--- config.mk ---
export PLATFORM = sky130hd
export DESIGN_NAME = bankMapper
export DESIGN_NICKNAME = d
export VERILOG_FILES = /design/src/rtl/bankMapPkg.sv /design/src/rtl/bankCtrl.sv /design/src/rtl/bankDatapath.sv /design/src/rtl/bankMapper.sv
export SDC_FILE = /design/constraint.sdc
export NUM_CORES = 1
export LEC_CHECK = 0
export CAP_MARGIN = 40
export CORE_MARGIN = 8
export CORE_UTILIZATION = 43
export CTS_CLUSTER_DIAMETER = 120
export DETAILED_ROUTE_END_ITERATION = 10
export GPL_TIMING_DRIVEN = 0
export HOLD_SLACK_MARGIN = 0.08
export PLACE_DENSITY = 0.72
export RECOVER_POWER = 50
export SYNTH_ARGS = -nofsm -noshare
export SYNTH_HDL_FRONTEND = slang
export SYNTH_SLANG_ARGS = --single-unit
--- constraint.sdc ---
create_clock -name clk -period 4.36 [get_ports clk]
set_input_delay 1.308 -clock clk [delete_from_list [all_inputs] [get_ports clk]]
set_output_delay 1.308 -clock clk [all_outputs]
set_load 0.1 [all_outputs]
--- src/rtl/bankMapPkg.sv ---
package bankMapPkg;
  localparam int ADDR_W    = 12;
  localparam int RAM_OFF_W = 8;
  localparam int ROM_OFF_W = 10;

  typedef enum logic [2:0] {
    SRC_NONE = 3'd0,
    SRC_EB   = 3'd1,
    SRC_FB   = 3'd2,
    SRC_BB   = 3'd3,
    SRC_EDIT = 3'd4
  } rdSrcT;

  typedef struct packed {
    logic       wrEb;
    logic       wrFb;
    logic [3:0] wrEdit;
    rdSrcT      rdSrc;
    logic [1:0] editIdx;
    logic       ramBanked;
    logic       romBanked;
  } ctrlStrobeT;
endpackage

--- src/rtl/bankCtrl.sv ---
module bankCtrl
  import bankMapPkg::*;
(
  input  logic              clk,
  input  logic              rstN,
  input  logic [ADDR_W-1:0] logAddr,
  input  logic              rdEn,
  input  logic              wrEn,
  output ctrlStrobeT        st,
  output logic              ramSel,
  output logic              romSel,
  output logic [7:0]        regSel
);
  logic active, isLow, isCore, isEdit;

  always_comb begin
    active = rdEn | wrEn;
    isLow  = (logAddr[ADDR_W-1 -: 2] == 2'b00);
    isCore = (logAddr[ADDR_W-1:3] == '0);
    isEdit = (logAddr[ADDR_W-1:2] == (ADDR_W-2)'(4));
  end

  always_comb begin
    ramSel = active && isLow && !isCore && !isEdit;
    romSel = rdEn && !isLow;
    regSel = (active && isCore) ? (8'b1 << logAddr[2:0]) : 8'b0;
  end

  always_comb begin
    st            = '0;
    st.wrEb       = wrEn && isCore && (logAddr[2:0] == 3'd3 || logAddr[2:0] == 3'd6);
    st.wrFb       = wrEn && isCore && (logAddr[2:0] == 3'd4 || logAddr[2:0] == 3'd6);
    st.wrEdit     = (wrEn && isEdit) ? (4'b1 << logAddr[1:0]) : 4'b0;
    st.editIdx    = logAddr[1:0];
    st.ramBanked  = (logAddr[RAM_OFF_W+1:RAM_OFF_W] == 2'b11);
    st.romBanked  = !logAddr[ADDR_W-1];
    st.rdSrc      = SRC_NONE;
    if (rdEn && isCore) begin
      case (logAddr[2:0])
        3'd3:    st.rdSrc = SRC_EB;
        3'd4:    st.rdSrc = SRC_FB;
        3'd6:    st.rdSrc = SRC_BB;
        default: st.rdSrc = SRC_NONE;
      endcase
    end else if (rdEn && isEdit) begin
      st.rdSrc = SRC_EDIT;
    end
  end

  // selects never overlap
  p_sel_exclusive_r1: assert property (@(posedge clk) disable iff (!rstN)
    $onehot0({ramSel, romSel, (regSel != 8'b0)}));

  // ROM is read-only
  p_rom_read_only_r1: assert property (@(posedge clk) disable iff (!rstN)
    !rdEn |-> !romSel);

  // nothing selected without a strobe
  p_idle_quiet_r13: assert property (@(posedge clk) disable iff (!rstN)
    !(rdEn || wrEn) |-> (!ramSel && !romSel && regSel == 8'b0));
endmodule

--- src/rtl/bankDatapath.sv ---
module bankDatapath
  import bankMapPkg::*;
#(
  parameter int WORD_W      = 15,
  parameter int EB_W        = 3,
  parameter int FB_W        = 5,
  parameter int SUPER_BANKS = 8,
  localparam int RAM_ADDR_W = EB_W + RAM_OFF_W,
  localparam int ROM_BANKS  = (1 << FB_W) + SUPER_BANKS,
  localparam int ROM_BANK_W = $clog2(ROM_BANKS),
  localparam int ROM_ADDR_W = ROM_BANK_W + ROM_OFF_W
)(
  input  logic                  clk,
  input  logic                  rstN,
  input  ctrlStrobeT            st,
  input  logic [ROM_OFF_W:0]    offIn,
  input  logic [WORD_W-1:0]     wrData,
  input  logic                  superEn,
  output logic [RAM_ADDR_W-1:0] ramAddr,
  output logic [ROM_ADDR_W-1:0] romAddr,
  output logic [WORD_W-1:0]     rdData
);
  localparam int SUPER_BASE    = (1 << FB_W) - SUPER_BANKS;
  localparam int FIXED_ROM_BASE = 2;
  localparam int SHIFT_FAR     = 7;

  logic [EB_W-1:0]               ebQ;
  logic [FB_W-1:0]               fbQ;
  logic [3:0][WORD_W-1:0]        editQ;
  logic [EB_W-1:0]               ramBank;
  logic [ROM_BANK_W-1:0]         romBank;
  logic [WORD_W-1:0]             editVal, editOut;

  always_ff @(posedge clk) begin
    if (!rstN) begin
      ebQ <= '0;
      fbQ <= '0;
    end else begin
      if (st.wrEb) ebQ <= wrData[EB_W-1:0];
      if (st.wrFb) fbQ <= wrData[WORD_W-1 -: FB_W];
    end
  end

  for (genvar g = 0; g < 4; g++) begin : gEdit
    always_ff @(posedge clk) begin
      if (!rstN)            editQ[g] <= '0;
      else if (st.wrEdit[g]) editQ[g] <= wrData;
    end
  end

  always_comb begin
    editVal = editQ[st.editIdx];
    case (st.editIdx)
      2'd0:    editOut = {editVal[0], editVal[WORD_W-1:1]};
      2'd1:    editOut = {1'b0, editVal[WORD_W-1:1]};
      2'd2:    editOut = {editVal[WORD_W-2:0], editVal[WORD_W-1]};
      default: editOut = {{SHIFT_FAR{1'b0}}, editVal[WORD_W-1:SHIFT_FAR]};
    endcase
  end

  always_comb begin
    ramBank = st.ramBanked ? ebQ : EB_W'(offIn[RAM_OFF_W+1:RAM_OFF_W]);
    ramAddr = {ramBank, offIn[RAM_OFF_W-1:0]};
  end

  always_comb begin
    if (st.romBanked) begin
      if (superEn && fbQ >= FB_W'(SUPER_BASE))
        romBank = ROM_BANK_W'(fbQ) + ROM_BANK_W'(SUPER_BANKS);
      else
        romBank = ROM_BANK_W'(fbQ);
    end else begin
      romBank = ROM_BANK_W'(FIXED_ROM_BASE) + ROM_BANK_W'(offIn[ROM_OFF_W]);
    end
    romAddr = {romBank, offIn[ROM_OFF_W-1:0]};
  end

  always_comb begin
    case (st.rdSrc)
      SRC_EB:   rdData = WORD_W'(ebQ);
      SRC_FB:   rdData = {fbQ, {(WORD_W-FB_W){1'b0}}};
      SRC_BB:   rdData = {fbQ, {(WORD_W-FB_W-EB_W){1'b0}}, ebQ};
      SRC_EDIT: rdData = editOut;
      default:  rdData = '0;
    endcase
  end

  // bank register loads the named field one edge later
  p_eb_update_r7: assert property (@(posedge clk) disable iff (!rstN)
    st.wrEb |=> ebQ == $past(wrData[EB_W-1:0]));
  p_fb_update_r7: assert property (@(posedge clk) disable iff (!rstN)
    st.wrFb |=> fbQ == $past(wrData[WORD_W-1 -: FB_W]));

  // no strobe, no change (covers zero-location writes)
  p_bank_hold_r8: assert property (@(posedge clk) disable iff (!rstN)
    !(st.wrEb || st.wrFb) |=> ($stable(ebQ) && $stable(fbQ)));

  // editing registers only change on their strobe
  p_edit_hold_r9: assert property (@(posedge clk) disable iff (!rstN)
    (st.wrEdit == 4'b0) |=> $stable(editQ));

  // physical ROM bank stays inside the populated range
  p_rom_bank_range_r6: assert property (@(posedge clk) disable iff (!rstN)
    romAddr[ROM_ADDR_W-1:ROM_OFF_W] < ROM_BANK_W'(ROM_BANKS));
endmodule

--- src/rtl/bankMapper.sv ---
module bankMapper
  import bankMapPkg::*;
#(
  parameter int WORD_W      = 15,
  parameter int EB_W        = 3,
  parameter int FB_W        = 5,
  parameter int SUPER_BANKS = 8,
  localparam int RAM_ADDR_W = EB_W + RAM_OFF_W,
  localparam int ROM_BANK_W = $clog2((1 << FB_W) + SUPER_BANKS),
  localparam int ROM_ADDR_W = ROM_BANK_W + ROM_OFF_W
)(
  input  logic                  clk,
  input  logic                  rstN,
  input  logic [ADDR_W-1:0]     logAddr,
  input  logic                  rdEn,
  input  logic                  wrEn,
  input  logic [WORD_W-1:0]     wrData,
  input  logic                  superEn,
  output logic                  ramSel,
  output logic [RAM_ADDR_W-1:0] ramAddr,
  output logic                  romSel,
  output logic [ROM_ADDR_W-1:0] romAddr,
  output logic [7:0]            regSel,
  output logic [WORD_W-1:0]     rdData
);
  ctrlStrobeT st;

  bankCtrl uCtrl (
    .clk     (clk),
    .rstN    (rstN),
    .logAddr (logAddr),
    .rdEn    (rdEn),
    .wrEn    (wrEn),
    .st      (st),
    .ramSel  (ramSel),
    .romSel  (romSel),
    .regSel  (regSel)
  );

  bankDatapath #(
    .WORD_W      (WORD_W),
    .EB_W        (EB_W),
    .FB_W        (FB_W),
    .SUPER_BANKS (SUPER_BANKS)
  ) uData (
    .clk     (clk),
    .rstN    (rstN),
    .st      (st),
    .offIn   (logAddr[ROM_OFF_W:0]),
    .wrData  (wrData),
    .superEn (superEn),
    .ramAddr (ramAddr),
    .romAddr (romAddr),
    .rdData  (rdData)
  );
endmodule

Word level (Yosys, flattened, before mapping):

Index checks and enable logic that the tools add are counted.

* add/subtract/negate cells: 2
* multipliers: 0
* div/mod/pow operators: 0
* $lt $le $gt $ge: 2
* equality and inequality tests: 11
* shifts and indexed selects: 2
* mux-type cells: 12
* bitwise logic cells: 1
* reductions and logical operators: 20

Operator list (number)
* $pmux W15 S4: 1
* $pmux W15 S3: 1
* $bmux W15 S2: 1
* $mux W15: 1
* $logic_and A1 B1 Y1: 12
* $mux W6: 2
* $eq A10 B3 Y1 const B: 1
* $eq A3 B2 Y1 const B: 3
* $eq A3 B3 Y1 const B: 3
* $logic_not A9 Y1: 1
* $mux W3: 3
* $mux W8: 1
* $shl A1 B3 Y8 const A: 1
* $add A5 B4 Y6 const B: 1
* $pmux W2 S3: 1
* $ge A5 B5 Y1 const B: 1
* $eq A2 B2 Y1 const B: 2
* $logic_not A2 Y1: 2
* $mux W4: 1
* $shl A1 B2 Y4 const A: 1
* $add A2 B1 Y3 const A: 1
* $eq A3 B1 Y1 const B: 1
* $logic_not A1 Y1: 3
* $lt A2 B3 Y1 const B: 1
* other kinds (3): 4

* register bits: 68
* latch bits: 0
* memory bits (writable): 0
* bits in read-only memories: 0
* input port bits: 32
* output and inout bits: 52
* logic and storage cells: 56
* memories: 0

Logic depth before layout (Yosys ltp):

Gate-level depths: netlist of run 1.

* depth in word-level cells: 6
* gate-level depth with buffers: 6
* depth with buffers taken out: 4

Modules after synthesis:

A second synthesis of run 1 with hierarchy kept.

* cell total of the unflattened synthesis: 328
* area total of the unflattened synthesis: 3299.4 um2

Modules (own cells, without submodules)
* bankDatapath: instances 1, cells each 278, area each 3005.4 um2, sequential area each 1201.2 um2
* bankCtrl: instances 1, cells each 50, area each 294.0 um2, sequential area each 0.0 um2

Worst setup path before layout of run 1:

Ideal clock, no wire load.

* path type: input port to output port
* from: in logAddr[0]
* to: out regSel[0]
* data arrival time: 5.061 ns
* data required time: 3.052 ns
* path slack: -2.009 ns
* stages: 5
* path buffers: 3
* path through: buf_2 -> buf_2 -> buf_1 -> nor2_1 -> nor4b_1

* word-level cells in the longest chain between the ends: 2

Ends and longest elaborated chain
* start: declaration: RTL line bankMapper.sv:14 `input logic [ADDR_W-1:0] logAddr,`
* $shl A1 B3 Y8: RTL line bankCtrl.sv:26 `regSel = (active && isCore) ? (8'b1 << logAddr[2:0]) : 8'b0;`
* $mux W8: RTL line bankCtrl.sv:26
* end: declaration: RTL line bankMapper.sv:23 `output logic [7:0] regSel,`

No other way between the ends.

Worst setup path in the final report of run 1:

* from: in logAddr[8]
* to: out regSel[4]

* word-level cells in the longest chain between the ends: 3

Ends and longest elaborated chain
* $logic_not A9 Y1: RTL line bankCtrl.sv:19 `isCore = (logAddr[ADDR_W-1:3] == '0);`
* $logic_and A1 B1 Y1: RTL line bankCtrl.sv:26
* $mux W8: RTL line bankCtrl.sv:26

No other way between the ends.

==> metrics.yaml, run 1 <==
crit_type: "input port to output pin"
cp_data_required_time_ns: 3.05
final_hold_viol_count: 0
dieWidth_um: 102.9
cpMaxStageDelayCell: "or4_4"
setup_viol: 4
clkTransAtPathRegs_ns: 0.07
grt_pass1_vias: 3431
synth_nets: 374
power_w: 0.001401
synth.most_common_cell: "nand2_1"
yosys.area.top_type: "dfxtp_1"
ys_seq_elements: 60
synth_commonest_cells: "79 x nand2_1, 67 x mux2i_1, 60 x dfxtp_1"
drive_gt1_share_pct: 33.87
async_reset_ff_share_pct: 0
start_util_pct: 44.51
final_util_pct: 77.21
critPathArrivalTime_ns: 3.10
setup_slack_ns: -0.04494
die_area_um2: 10580
worst_pin_slew_ns: 0.8412
status: "complete, but fails checks"
fin_crit_sh_pct: 101.0
clockRootBuffer: "clkbuf_8"
cts_buffers: 9
gp_congestion: 0.8123
clock_latency_ns: 0.34
postRouteAntennaNets: 0
slowest_delay_ns: 0.59
seq_area_frac_synth_pct: 37.01
synth_cells: 340
peakVddDrop_mv: 0.2581
avgViaCountPerCell: 5.606
clock_skew_ns: 0
violations: "setup timing"
stdcell_count: 592
first_iter_violations: 239
fin_hold_ws_ns: 0.4616
grt_antenna_before_repair: 0
wirelength_um: 13380
grt_first_pass_wirelength_um: 19060
synth_edf_count: 0
yosys.cell_types.count: 43
grt_max_degree: 11
syn2layout_area_growth_pct: 73.48
synth_warnings: 0
wl_per_cell_um: 22.61
io_buffer_count: 80
max-slew-margin-rel_pct: 43.92
cts.sink_count: 60
crit_path_end_kind: "output pin"
antenna-diode-count: 0
synthFlopType: "dfxtp_1"
drc: 0
gr-total-overflow: 0
die_y_um: 102.9
cts_max_level: 3
netlist_area_um2: 3246
powerDensity_nw_per_um2: 248.9
max-cap-violations: 0
grtUsageTotal_pct: 23.74
place_hpwl_um: 8498
core_region_area_um2: 7292
hold_class: "flop to flop"
rsz0062_at_grt: "yes"
placementRows: 31
cts_hold_buffers: 0
num_vias: 3319
pin_count: 84
clockBufferDepth: 2
synth_top_area_share_pct: 37.01
start_kind: "input port"
min_period_ns: 4.405
cts_tree: "built"
max_freq_mhz: 227.0
cp_max_fo: 7
drv_slew: 0
place_inst: 572
nets: 522
synth_area_leaders: "dfxtp_1 37%, mux2i_1 21%, nand2_1 9.1%"
leakage_nw: 2.509
postSynthAreaPerCell_um2: 9.546
drt_first_pass_iters: 5
crit_chain: "buf_12, or4_4, buf_6, or4_4, nor3_4, buf_12"
-- layout by cell type, fill, tap and decap left out, drive strengths merged, types with 2 or more instances in the layout --
cell type,netlist,final
mux4,8,8
nor3,3,3
clkdlybuf4s50,0,44
or4,2,2
xor2,2,2
buf,29,105
or2,3,3
nand3,2,2
a2bb2oi,6,6
nor4bb,4,4
nand4,7,7
nand2b,2,2
clkinv,0,3
o22ai,3,3
dlygate4sd2,0,11
nor4,6,6
nand2,79,79
dfxtp,60,60
a21boi,2,2
nand3b,2,2
nor4b,2,2
nor2,9,9
nor2b,7,7
ha,2,2
mux2i,67,67
inv,6,6
o2bb2ai,5,5
bufinv,0,2
clkbuf,11,27
nor3b,2,2
-- layer usage --
metal / vias to the layer above / global-route usage (%) / wire (µm)
li1: 1476 / - / -
met1: 1622 / 26.87 / 5250
met2: 183 / 41.59 / 6695
met3: 38 / 5.537 / 1055
met4: 0 / 10.23 / 382
met5: - / 0 / 0
-- report_power, final --
group          leakage (nW)  switching, W  internal [W]
Combinational          1.91      0.000187      0.000117
Clock                 0.113      0.000216      0.000335
Sequential            0.483  0.0000000484      0.000548
-- stage by stage --
stage	worst slack [ns]	cell area, µm²	setup TNS, ns
3_3_place_gp	-1.820	4369	-38.71
5_1_grt	-0.07414	5630	-0.2948
3_5_place_dp	-1.257	5190	-23.43
4_1_cts	-0.1473	5593	-0.1949
2_1_floorplan	-0.6380	3445	-5.867
6_report	-0.04494	5630	-0.08020
-- final timing paths --
check | startpoint | cells past startpoint | endpoint | slack (ns)
max | logAddr[8] | 6 | regSel[4] | -0.04
min | uData.editQ[40] | 2 | uData.editQ[40] | 0.46
max reg2reg | uData.fbQ[4] | 2 | uData.fbQ[4] | 3.52
min reg2reg | uData.editQ[40] | 2 | uData.editQ[40] | 0.46
-- cells by family (layout without fill, tap and decap cells) --
| family | Yosys count | after routing | share of synthesized area [%] |
|---|---|---|---|
| AND/OR/NAND/NOR | 135 | 135 | 22.74 |
| multiplexers | 76 | 76 | 26.56 |
| flip-flops | 60 | 60 | 37.01 |
| buffers and inverters | 46 | 199 | 7.787 |
| AO/OA/AOI/OAI | 19 | 19 | 4.587 |
| adder cells (fa/ha/maj) | 2 | 2 | 0.7709 |
| XOR/XNOR | 2 | 2 | 0.5398 |
-- area by class of cell --
class                      instances  area, µm²
multi-input combinational        234       2064
timing repair buffer             138       1733
fill                             425       1662
sequential                        60       1201
buffer                            39      269.0
clock buffer                      11      141.4
tap                               99      123.9
clock inverter                     5      75.07
inverter                           6      22.52
-- repair_timing --
item                                    CTS  global route
resized for setup                        96            12
endpoints found under the setup margin   27            14
gates cloned                              0             0
setup buffers                            15             8
pin swaps                                 9             7
-- registers in the layout, summed over array words and instances, names as in the netlist --
signal / flops
uData.ebQ: 3
uData.fbQ: 5
uData.editQ: 52
-- worst max-delay path, delay by kind of cell --
family	cells	cell delay, ns
buffers and inverters	3	0.45
and+or+nand+nor	3	1.33
(Power assumes the default switching activity.)
==> inputs of run 2 (changes only) <==
CTS_CLUSTER_SIZE = 20   (was not set)
==> results of run 2 <==
No change in the layout: final DEF, timing and power equal those of run 1.
==> inputs of run 3 (changes only) <==
SYNTH_HIERARCHICAL = 1   (was not set)
==> metrics.yaml, run 3 <==
status: "complete, but fails checks"
violations: "setup timing"
synth_nets: 362
cp_max_fo: 4
grt_first_pass_wirelength_um: 16740
seq_area_frac_synth_pct: 36.41
cp_data_required_time_ns: 3.05
drive_gt1_share_pct: 33.19
hold_class: "flop to flop"
synth_warnings: 6
layout_commonest_cell: "mux2i_1"
power_switching_w: 0.0003690
powerDensity_nw_per_um2: 257.9
cts.sink_count: 60
cts_tree: "built"
min_delay_path_depth: 2
min-delay-start: "uData/editQ[30]"
postSynthAreaPerCell_um2: 10.06
start_util_pct: 43.60
gr-total-overflow: 0
first_iter_violations: 137
crit_path_end_kind: "output pin"
die_area_um2: 10730
crit_buf_inv: 3
synth_cells: 328
mostFrequentLayoutCells: "67 x mux2i_1, 62 x nor2b_1, 60 x dfxtp_1"
seq_power_share_pct: 38.6
start_kind: "input port"
critPathArrivalTime_ns: 3.50
cts_buffers: 9
grt_antenna_before_repair: 0
rsz0062_at_grt: "yes"
async_reset_ff_share_pct: 0
cts_max_level: 3
grt_pass1_vias: 3047
placementRows: 32
max-slew-margin-rel_pct: 65.22
p_clk_share_pct: 42.5
p_int_w: 0.001052
clock_latency_ns: 0.33
synth_commonest_cells: "67 x mux2i_1, 64 x nor2b_1, 60 x dfxtp_1"
setup_viol: 15
reg2reg_depth: 2
io_buffer_count: 81
wl_per_cell_um: 18.17
avgViaCountPerCell: 5.058
grt_max_degree: 13
crit_type: "input port to output pin"
synth_area_leaders: "dfxtp_1 36%, mux2i_1 20%, nor2b_1 12%"
synthFlopType: "dfxtp_1"
die_y_um: 103.6
rr_startpoint: "uData/fbQ[3]"
netlist_area_um2: 3299
min_to: "uData/editQ[30]"
fin_hold_ws_ns: 0.5154
synth.most_common_cell: "mux2i_1"
nets: 497
wirelength_um: 10340
max-cap-violations: 0
max_freq_mhz: 208.1
switching_share_pct: 25.96
core_region_area_um2: 7567
setup_slack_ns: -0.4465
syn2layout_area_growth_pct: 67.05
leakage_nw: 1.978
postRouteAntennaNets: 0
cpMaxStageDelayCell: "or4b_4"
pwr-share-comb_pct: 18.9
crit_chain: "buf_8, or4_4, or4b_4, nor2_4, buf_6, nor3b_4, and2_4, a221o_4, buf_12"
gp_congestion: 0.7608
antenna-diode-count: 0
slowest_delay_ns: 0.55
yosys.area.top_type: "dfxtp_1"
drt_first_pass_iters: 6
peakVddDrop_mv: 0.2585
worst_pin_slew_ns: 0.5217
clockRootBuffer: "clkbuf_8"
regMostFlops: "uData/editQ"
clock_skew_ns: 0
yosys.cell_types.count: 35
num_vias: 2878
regToRegSetupSlack_ns: 3.66
clkTransAtPathRegs_ns: 0.07
grtUsageTotal_pct: 19.43
min_period_ns: 4.807
cp_top_family: "simple AND/OR/NAND/NOR gates"
place_hpwl_um: 7771
dieWidth_um: 103.6
drv_slew: 0
setup_tns_ns: -4.586
ys_seq_elements: 60
fin_crit_sh_pct: 110.2
drc: 0
top_regs: "uData/editQ x52, uData/fbQ x5, uData/ebQ x3"
largest_reg_flops: 52
synth_edf_count: 0
pin_count: 84
r2r-end: "uData/fbQ[3]"
final_hold_viol_count: 0
clockBufferDepth: 2
cts_hold_buffers: 0
synth_top_area_share_pct: 36.41
run 3: cell count changes after synthesis, sizes merged, moves of 4 or more:
cell and change:
a221o +4, a2bb2oi -4, and2 +9, inv -5, nand2 -69, nand2b +4, nand4 -7, nor2 +6
nor2b +57, nor3 +7, nor4bb -4, o2bb2ai -5
run 3: metrics by stage:
step | setup slack [ns] | area (µm²) | cells | power [W] | util (%)
CTS | -0.4839 | 5500 | 567 | 0.001430 | 72.69
global placement | -2.038 | 4405 | 511 | 0.0007803 | 58.22
global route | -0.4747 | 5512 | 569 | 0.001462 | 72.83
finish | -0.4465 | 5512 | 569 | 0.001422 | 72.83
detailed placement | -1.700 | 5261 | 563 | 0.0008276 | 69.53
floorplan | -0.8035 | 3467 | 328 | 0.0007048 | -
run 3: metal layers:
metal / vias up / global-route usage [%] / part of all wire (%)
li1: 1396 / - / -
met1: 1373 / 23.41 / 44
met2: 97 / 33.04 / 49
met3: 12 / 3.779 / 5.5
met4: 0 / 7.870 / 1.5
met5: - / 0 / 0
run 3: worst register-to-register path: stages, from the launching register on:
cell and delay (ns):
dfxtp_1 0.43, mux2i_1 0.10, nor2b_1 0.11
run 3: worst max path at each step:
| stage | start | to | slack, ns | cells after the start |
|---|---|---|---|---|
| floorplan | logAddr[10] | regSel[0] | -0.80 | 3 |
| finish | logAddr[6] | rdData[12] | -0.45 | 9 |
| global route | logAddr[6] | rdData[12] | -0.47 | 9 |
| global placement | logAddr[7] | rdData[13] | -2.04 | 8 |
| CTS | logAddr[8] | rdData[12] | -0.48 | 9 |
| detailed placement | logAddr[7] | rdData[14] | -1.70 | 9 |
run 3: area by class of cell:
type	instances	area [µm²]
fill	514	2056
timing repair buffer	125	1638
clock buffer	11	141.4
inverter	1	3.754
clock inverter	4	97.59
buffer	40	254.0
sequential	60	1201
tap	102	127.6
multi-input combinational	226	2048
run 3: power groups by stage:
stage          Sequential, W  Combinational (W)  Clock (W)
6_report            0.000548           0.000269   0.000604
5_1_grt             0.000548           0.000279   0.000636
4_1_cts             0.000548           0.000269   0.000613
3_5_place_dp        0.000560           0.000267          0
3_3_place_gp        0.000560           0.000220          0
2_1_floorplan       0.000560           0.000144          0
run 3: logic make-up after synthesis:
kind of cell	share of synthesized area [%]
compound gates	3.565
xor+xnor	0.5310
fa+ha+maj	0.7583
buf+inv	8.342
flops	36.40
mux	27.27
simple gates	23.13
run 3: what timing repair did:
action / in CTS / in global routing
hold endpoints to repair: 0 / 0
gates resized for setup: 61 / 9
setup endpoints to repair: 26 / 17
setup buffers: 14 / 2
pin swaps: 15 / 10
gates cloned: 0 / 0
